===== src/rtl/dbuf_pwm_pkg.sv =====
package dbuf_pwm_pkg;
    localparam int TMR_W = 8;
    localparam int SUB_W = 2;
    localparam int TB_W  = TMR_W + SUB_W;
    localparam int PS_W  = 4;

    typedef logic [TB_W-1:0] tbase_t;

    typedef struct packed {
        tbase_t tb;
        logic   frame;
    } tb_state_t;

    typedef struct packed {
        tbase_t shadow;
        logic   out;
    } latch_state_t;

    function automatic logic [PS_W-1:0] presc_last(input logic [1:0] sel);
        case (sel)
            2'd0:    return PS_W'(0);
            2'd1:    return PS_W'(3);
            default: return PS_W'(15);
        endcase
    endfunction
endpackage


===== src/rtl/dbuf_pwm_prescaler.sv =====
module dbuf_pwm_prescaler
    import dbuf_pwm_pkg::*;
(
    input  logic       clk,
    input  logic       rst,
    input  logic       run,
    input  logic [1:0] sel,
    output logic       step
);
    logic [PS_W-1:0] cnt_d, cnt_q;

    always_comb begin
        step  = run && (cnt_q >= presc_last(sel));
        cnt_d = cnt_q;
        if (!run || step) cnt_d = '0;
        else              cnt_d = cnt_q + 1'b1;
    end

    always_ff @(posedge clk) begin
        if (rst) cnt_q <= '0;
        else     cnt_q <= cnt_d;
    end

    a_r8_presc_idle: assert property (@(posedge clk) disable iff (rst)
        !run |=> cnt_q == '0);
endmodule


===== src/rtl/dbuf_pwm_timebase.sv =====
module dbuf_pwm_timebase
    import dbuf_pwm_pkg::*;
(
    input  logic             clk,
    input  logic             rst,
    input  logic             run,
    input  logic             step,
    input  logic [TMR_W-1:0] period,
    output tbase_t           tb_q,
    output tbase_t           tb_next,
    output logic             roll,
    output logic             frame_q
);
    tb_state_t st_d, st_q;

    always_comb begin
        roll = run && step && (st_q.tb == {period, {SUB_W{1'b1}}});
        st_d = st_q;
        st_d.frame = roll;
        if (!run)      st_d.tb = '0;
        else if (roll) st_d.tb = '0;
        else if (step) st_d.tb = st_q.tb + 1'b1;
        tb_next = st_d.tb;
    end

    always_ff @(posedge clk) begin
        if (rst) st_q <= '0;
        else     st_q <= st_d;
    end

    assign tb_q    = st_q.tb;
    assign frame_q = st_q.frame;

    a_r1_frame_at_zero: assert property (@(posedge clk) disable iff (rst)
        st_q.frame |-> st_q.tb == '0);
    a_r8_tb_idle: assert property (@(posedge clk) disable iff (rst)
        !run |=> (st_q.tb == '0 && !st_q.frame));
endmodule


===== src/rtl/dbuf_pwm_outlatch.sv =====
module dbuf_pwm_outlatch
    import dbuf_pwm_pkg::*;
(
    input  logic   clk,
    input  logic   rst,
    input  logic   run,
    input  logic   roll,
    input  logic   frame,
    input  tbase_t tb_next,
    input  tbase_t duty,
    output tbase_t shadow_q,
    output logic   out_q
);
    latch_state_t st_d, st_q;

    always_comb begin
        st_d = st_q;
        if (roll) st_d.shadow = duty;
        if (!run)                        st_d.out = 1'b0;
        else if (roll)                   st_d.out = (duty != '0);
        else if (tb_next == st_q.shadow) st_d.out = 1'b0;
    end

    always_ff @(posedge clk) begin
        if (rst) st_q <= '0;
        else     st_q <= st_d;
    end

    assign shadow_q = st_q.shadow;
    assign out_q    = st_q.out;

    a_r5_zero_duty_low: assert property (@(posedge clk) disable iff (rst)
        (st_q.shadow == '0) |-> !st_q.out);
    a_r7_shadow_held: assert property (@(posedge clk) disable iff (rst)
        !frame |-> $stable(st_q.shadow));
endmodule


===== src/rtl/dbuf_pwm.sv =====
module dbuf_pwm
    import dbuf_pwm_pkg::*;
(
    input  logic       clk,
    input  logic       rst,
    input  logic [3:0] mode_i,
    input  logic [1:0] prescale_i,
    input  logic [7:0] period_i,
    input  logic [7:0] duty_hi_i,
    input  logic [1:0] duty_lo_i,
    output logic       pwm_o,
    output logic       frame_o
);
    logic   run, step, roll;
    tbase_t tb_q, tb_next, shadow_q;

    assign run = (mode_i[3:2] == 2'b11);

    dbuf_pwm_prescaler u_presc (
        .clk(clk), .rst(rst), .run(run), .sel(prescale_i), .step(step)
    );

    dbuf_pwm_timebase u_tb (
        .clk(clk), .rst(rst), .run(run), .step(step), .period(period_i),
        .tb_q(tb_q), .tb_next(tb_next), .roll(roll), .frame_q(frame_o)
    );

    dbuf_pwm_outlatch u_latch (
        .clk(clk), .rst(rst), .run(run), .roll(roll), .frame(frame_o),
        .tb_next(tb_next), .duty({duty_hi_i, duty_lo_i}),
        .shadow_q(shadow_q), .out_q(pwm_o)
    );

    a_r3_set_at_start: assert property (@(posedge clk) disable iff (rst)
        (frame_o && shadow_q != '0) |-> pwm_o);
    a_r8_off_low: assert property (@(posedge clk) disable iff (rst)
        !run |=> (!pwm_o && !frame_o));
endmodule


===== config.mk =====
export PLATFORM = sky130hd
export DESIGN_NAME = dbuf_pwm
export DESIGN_NICKNAME = d
export VERILOG_FILES = /design/src/rtl/dbuf_pwm_pkg.sv /design/src/rtl/dbuf_pwm_prescaler.sv /design/src/rtl/dbuf_pwm_timebase.sv /design/src/rtl/dbuf_pwm_outlatch.sv /design/src/rtl/dbuf_pwm.sv
export SDC_FILE = /design/constraint.sdc
export NUM_CORES = 1
export LEC_CHECK = 0
export BUFFER_PORTS_ARGS = -buffer_cell sky130_fd_sc_hd__clkbuf_2
export CAP_MARGIN = 10
export CORE_UTILIZATION = 59
export DETAILED_ROUTE_END_ITERATION = 8
export PLACE_DENSITY = 0.87
export SYNTH_ARGS = -nofsm -noshare
export SYNTH_HDL_FRONTEND = slang
export SYNTH_HIERARCHICAL = 1
export SYNTH_SLANG_ARGS = --single-unit

===== constraint.sdc =====
create_clock -name clk -period 6.5 [get_ports clk]
set_input_delay 1.95 -clock clk [delete_from_list [all_inputs] [get_ports clk]]
set_output_delay 1.95 -clock clk [all_outputs]
set_load 0.005 [all_outputs]

==> flow_metrics.env <==
export IMPL_post_synth_main_area_contributors="sky130_fd_sc_hd__dfxtp_1, sky130_fd_sc_hd__xnor2_1, sky130_fd_sc_hd__mux2i_1"
export IMPL_clock_root_cell="sky130_fd_sc_hd__clkbuf_4"
export IMPL_worst_path_largest_cell_delay_ps=550
export IMPL_grt_antenna_before_repair=0
export IMPL_grt_overflow=0
export IMPL_design_final_nets=219
export IMPL_crit_reg2reg_launch="u_presc/cnt_q[0]$_SDFF_PP0_"
export IMPL_cts_tree="yes"
export IMPL_path_cells="clkbuf_2 -> or2_2 -> inv_1 -> ha_1 -> o211ai_1 -> o21ai_2 -> and2_2 -> nand4_1 -> o41ai_4 -> nor2_1 -> xnor2_1 -> nand4_1 -> nor4_1 -> a21oi_1"
export IMPL_timing_max_slew_rel_slack_pct=37.1
export IMPL_cts_inserted_buffers=3
export IMPL_std_cell_rows=17
export IMPL_synthDominantAreaCellType="sky130_fd_sc_hd__dfxtp_1"
export IMPL_critical_path_most_common_cell="sky130_fd_sc_hd__nand4_1"
export IMPL_clk_pin_slew_ps=140
export IMPL_insertedDiodeCount=0
export IMPL_ys_ff_latch=26
export IMPL_outcome="finished, final reports clean"
export IMPL_finClkSkew_ps=12.8
export IMPL_critPathLaunchType="primary input"
export IMPL_dpl_hpwl_um=2240
export IMPL_yosys_warnings=6
export IMPL_dr_pass1_iters=6
export IMPL_asr_flop_ratio_synth_pct=0
export IMPL_synthCells=161
export IMPL_rsz0062_at_grt="false"
export IMPL_fmax_mhz=218
export IMPL_clkLatencyLatePin_ps=330
export IMPL_final_cell_count_no_fill=214
export IMPL_wl_um=2800
export IMPL_maxCapViolations=0
export IMPL_crit_type="in -> reg"
export IMPL_route_vias_total=1224
export IMPL_post_route_cells_drive_above_1_share_pct=24.2
export IMPL_regToRegEndpoint="u_latch/out_q$_SDFFE_PP0P_"
export IMPL_fp_dieH_um=52.5
export IMPL_finalSetupViolCount=0
export IMPL_area_growth_synth_to_final_pct=12.7
export IMPL_min_delay_start="u_presc/cnt_q[0]$_SDFF_PP0_"
export IMPL_cpLargestDelayFamily="simple AND/OR/NAND/NOR gates"
export IMPL_critical_path_slowest_cell="sky130_fd_sc_hd__o41ai_4"
export IMPL_core_um2=2300
export IMPL_min_delay_path_depth=1
export IMPL_power_ir_vdd_worst_mv=0.172
export IMPL_hold_violations=0
export IMPL_syn_num_nets=193
export IMPL_clk_path_buf_depth=2
export IMPL_worstSetupEndpointType="flip-flop"
export IMPL_setup_ws_ps=1910
export IMPL_post_place_ws_ps=1570
export IMPL_resized_gates_after_cts=0
export IMPL_synthFlopType="sky130_fd_sc_hd__dfxtp_1"
export IMPL_static_leakage_power_nw=0.644
export IMPL_cts_sink_count=26
export IMPL_worstPathRequired_ps=6710
export IMPL_crit_arrival_ps=4800
export IMPL_syn_mean_instance_area_um2=9.34
export IMPL_grt_max_degree=16
export IMPL_r2r_slack_ps=3470
export IMPL_timing_critical_path_fanout_max=10
export IMPL_grt_usage_pct=24.5
export IMPL_yosys_area_top_type_share_pct=34.6
export IMPL_route_antenna_remaining_nets=0
export IMPL_drt_iter0_drc=28
export IMPL_dpl_cell_count=210
export IMPL_layout_core_utilization_pct=73.8
export IMPL_place_port_buffers=25
export IMPL_worst_hold_slack_ps=510
export IMPL_r2r_worst_path_cells=12
export IMPL_boundaryPins=28
export IMPL_cts_repair_timing_setup_buffer_count=0
export IMPL_hold_class="reg -> reg"
export IMPL_start_util_pct=65.5
export IMPL_worstHoldEndpoint="u_presc/cnt_q[0]$_SDFF_PP0_"
export IMPL_route_detailed_drc=0
export IMPL_report_final_slew_viol_count=0
export IMPL_timing_critical_path_buf_inv=2
export IMPL_final_period_minus_worst_setup_slack_ps=4590
export IMPL_vias_per_cell=5.72
export IMPL_synth_cell_type_count=33
export IMPL_grt_first_pass_wirelength_um=4930
export IMPL_dieArea_um2=2760
export IMPL_power_density_nw_per_um2=174
export IMPL_tightest_slew_ps=936
export IMPL_grt_pass1_vias=1186
export IMPL_post_cts_hold_buffer_count=0
export IMPL_post_synth_instance_area_um2=1500
export IMPL_width_of_the_chip_um=52.5
export IMPL_layout_worst_path_cycle_share_pct=70.5
export IMPL_wl_per_cell_um=13.1
export IMPL_globalplace_congestion=0.784
export IMPL_tns_ps=0
export IMPL_synth_edff_count=0
export IMPL_cts_htree_levels=1
export IMPL_synth_seq_area_share_pct=34.6
==> metal layers <==
layer,part of all wire (%),vias up,GRT usage (%)
met5,0,-,0
met4,1.0,0,9.21
met3,4.5,4,3.19
met2,48,35,42.2
met1,46,578,30.6
li1,-,607,-
==> cells in the mapped netlist (2+ instances only) <==
cell type	count
sky130_fd_sc_hd__nand2b_1	2
sky130_fd_sc_hd__inv_1	6
sky130_fd_sc_hd__nand4_1	6
sky130_fd_sc_hd__nor2_1	23
sky130_fd_sc_hd__dfxtp_1	26
sky130_fd_sc_hd__nor4_1	3
sky130_fd_sc_hd__nand3_1	6
sky130_fd_sc_hd__mux2i_1	11
sky130_fd_sc_hd__xnor2_1	15
sky130_fd_sc_hd__nor4_2	2
sky130_fd_sc_hd__buf_2	2
sky130_fd_sc_hd__nor3_1	16
sky130_fd_sc_hd__ha_1	6
sky130_fd_sc_hd__xor2_1	10
sky130_fd_sc_hd__xnor2_2	4
sky130_fd_sc_hd__a21oi_1	2
sky130_fd_sc_hd__nand2_1	5
==> where the power goes <==
| group | total (mW) | internal (mW) | switching, mW |
|---|---|---|---|
| logic | 0.0247 | 0.0113 | 0.0135 |
| registers | 0.160 | 0.160 | 0.000362 |
| clock network | 0.110 | 0.0624 | 0.0478 |
==> placed cells by master, fill, tap and decap left out, drive strengths merged <==
master / Yosys / routed
clkbuf: 1 / 28
dfxtp: 26 / 26
nor2: 23 / 23
xnor2: 19 / 19
nor3: 16 / 16
mux2i: 11 / 11
xor2: 10 / 10
nand3: 7 / 7
nand4: 6 / 6
inv: 6 / 6
ha: 6 / 6
nand2: 6 / 6
nor4: 6 / 6
a21oi: 2 / 2
nand2b: 2 / 2
and2: 2 / 2
bufinv: 0 / 1
nor4b: 1 / 1
o2111ai: 1 / 1
buf: 4 / 1
or2: 1 / 1
nor3b: 1 / 1
o211ai: 1 / 1
o21ai: 1 / 1
o41ai: 1 / 1
nor2b: 1 / 1
==> flip-flops by register name, indices dropped and copies added (netlist names) <==
| signal | flops |
|---|---|
| u_latch/shadow_q | 10 |
| u_tb/tb_q | 10 |
| u_presc/cnt_q | 4 |
| u_latch/out_q | 1 |
| u_tb/frame_q | 1 |
==> stage by stage <==
stage / area [µm²] / power (mW)
2_1_floorplan: 1500 / 0.177
3_3_place_gp: 1640 / 0.187
3_5_place_dp: 1640 / 0.188
4_1_cts: 1700 / 0.297
5_1_grt: 1700 / 0.304
6_report: 1700 / 0.295
==> how the worst max path moves through the flow <==
stage | from | end | slack, ps | cells past startpoint
2_1_floorplan | prescale_i[1] | u_latch/out_q$_SDFFE_PP0P_ | 2090 | 12
3_3_place_gp | prescale_i[1] | u_latch/out_q$_SDFFE_PP0P_ | 1710 | 12
3_5_place_dp | prescale_i[1] | u_latch/out_q$_SDFFE_PP0P_ | 1570 | 14
4_1_cts | prescale_i[1] | u_latch/out_q$_SDFFE_PP0P_ | 1920 | 14
5_1_grt | prescale_i[1] | u_latch/out_q$_SDFFE_PP0P_ | 1650 | 14
6_report | prescale_i[1] | u_latch/out_q$_SDFFE_PP0P_ | 1910 | 14
==> final cells by class <==
class | instances | area (µm²)
flip-flops and latches | 26 | 520
repair buffers | 26 | 133
well taps | 28 | 35.0
multi-input cells | 124 | 932
fillers | 171 | 602
clock buffers | 3 | 22.5
clock inverters | 1 | 30.0
inverters | 6 | 22.5
==> kinds of logic (layout without fill, tap and decap cells) <==
group                    Yosys count  count (layout)  synth area share, %
AND/OR/NAND/NOR                   72              72                 26.6
XOR/XNOR                          29              29                 18.9
flip-flops                        26              26                 34.6
multiplexers                      11              11                 7.32
buffers and inverters             11              36                 3.41
adder cells (fa/ha/maj)            6               6                 4.99
AO/OA/AOI/OAI                      6               6                 4.16
==> worst register-to-register path, cell delays in order (launching register included) <==
cell	delay, ps
sky130_fd_sc_hd__dfxtp_1	410
sky130_fd_sc_hd__inv_1	60
sky130_fd_sc_hd__ha_1	180
sky130_fd_sc_hd__nor3b_2	150
sky130_fd_sc_hd__o21ai_2	210
sky130_fd_sc_hd__and2_2	280
sky130_fd_sc_hd__nand4_1	210
sky130_fd_sc_hd__o41ai_4	550
sky130_fd_sc_hd__nor2_1	150
sky130_fd_sc_hd__xnor2_1	190
sky130_fd_sc_hd__nand4_1	110
sky130_fd_sc_hd__nor4_1	290
sky130_fd_sc_hd__a21oi_1	150
Note: power is estimated with default switching activity, not from simulation.
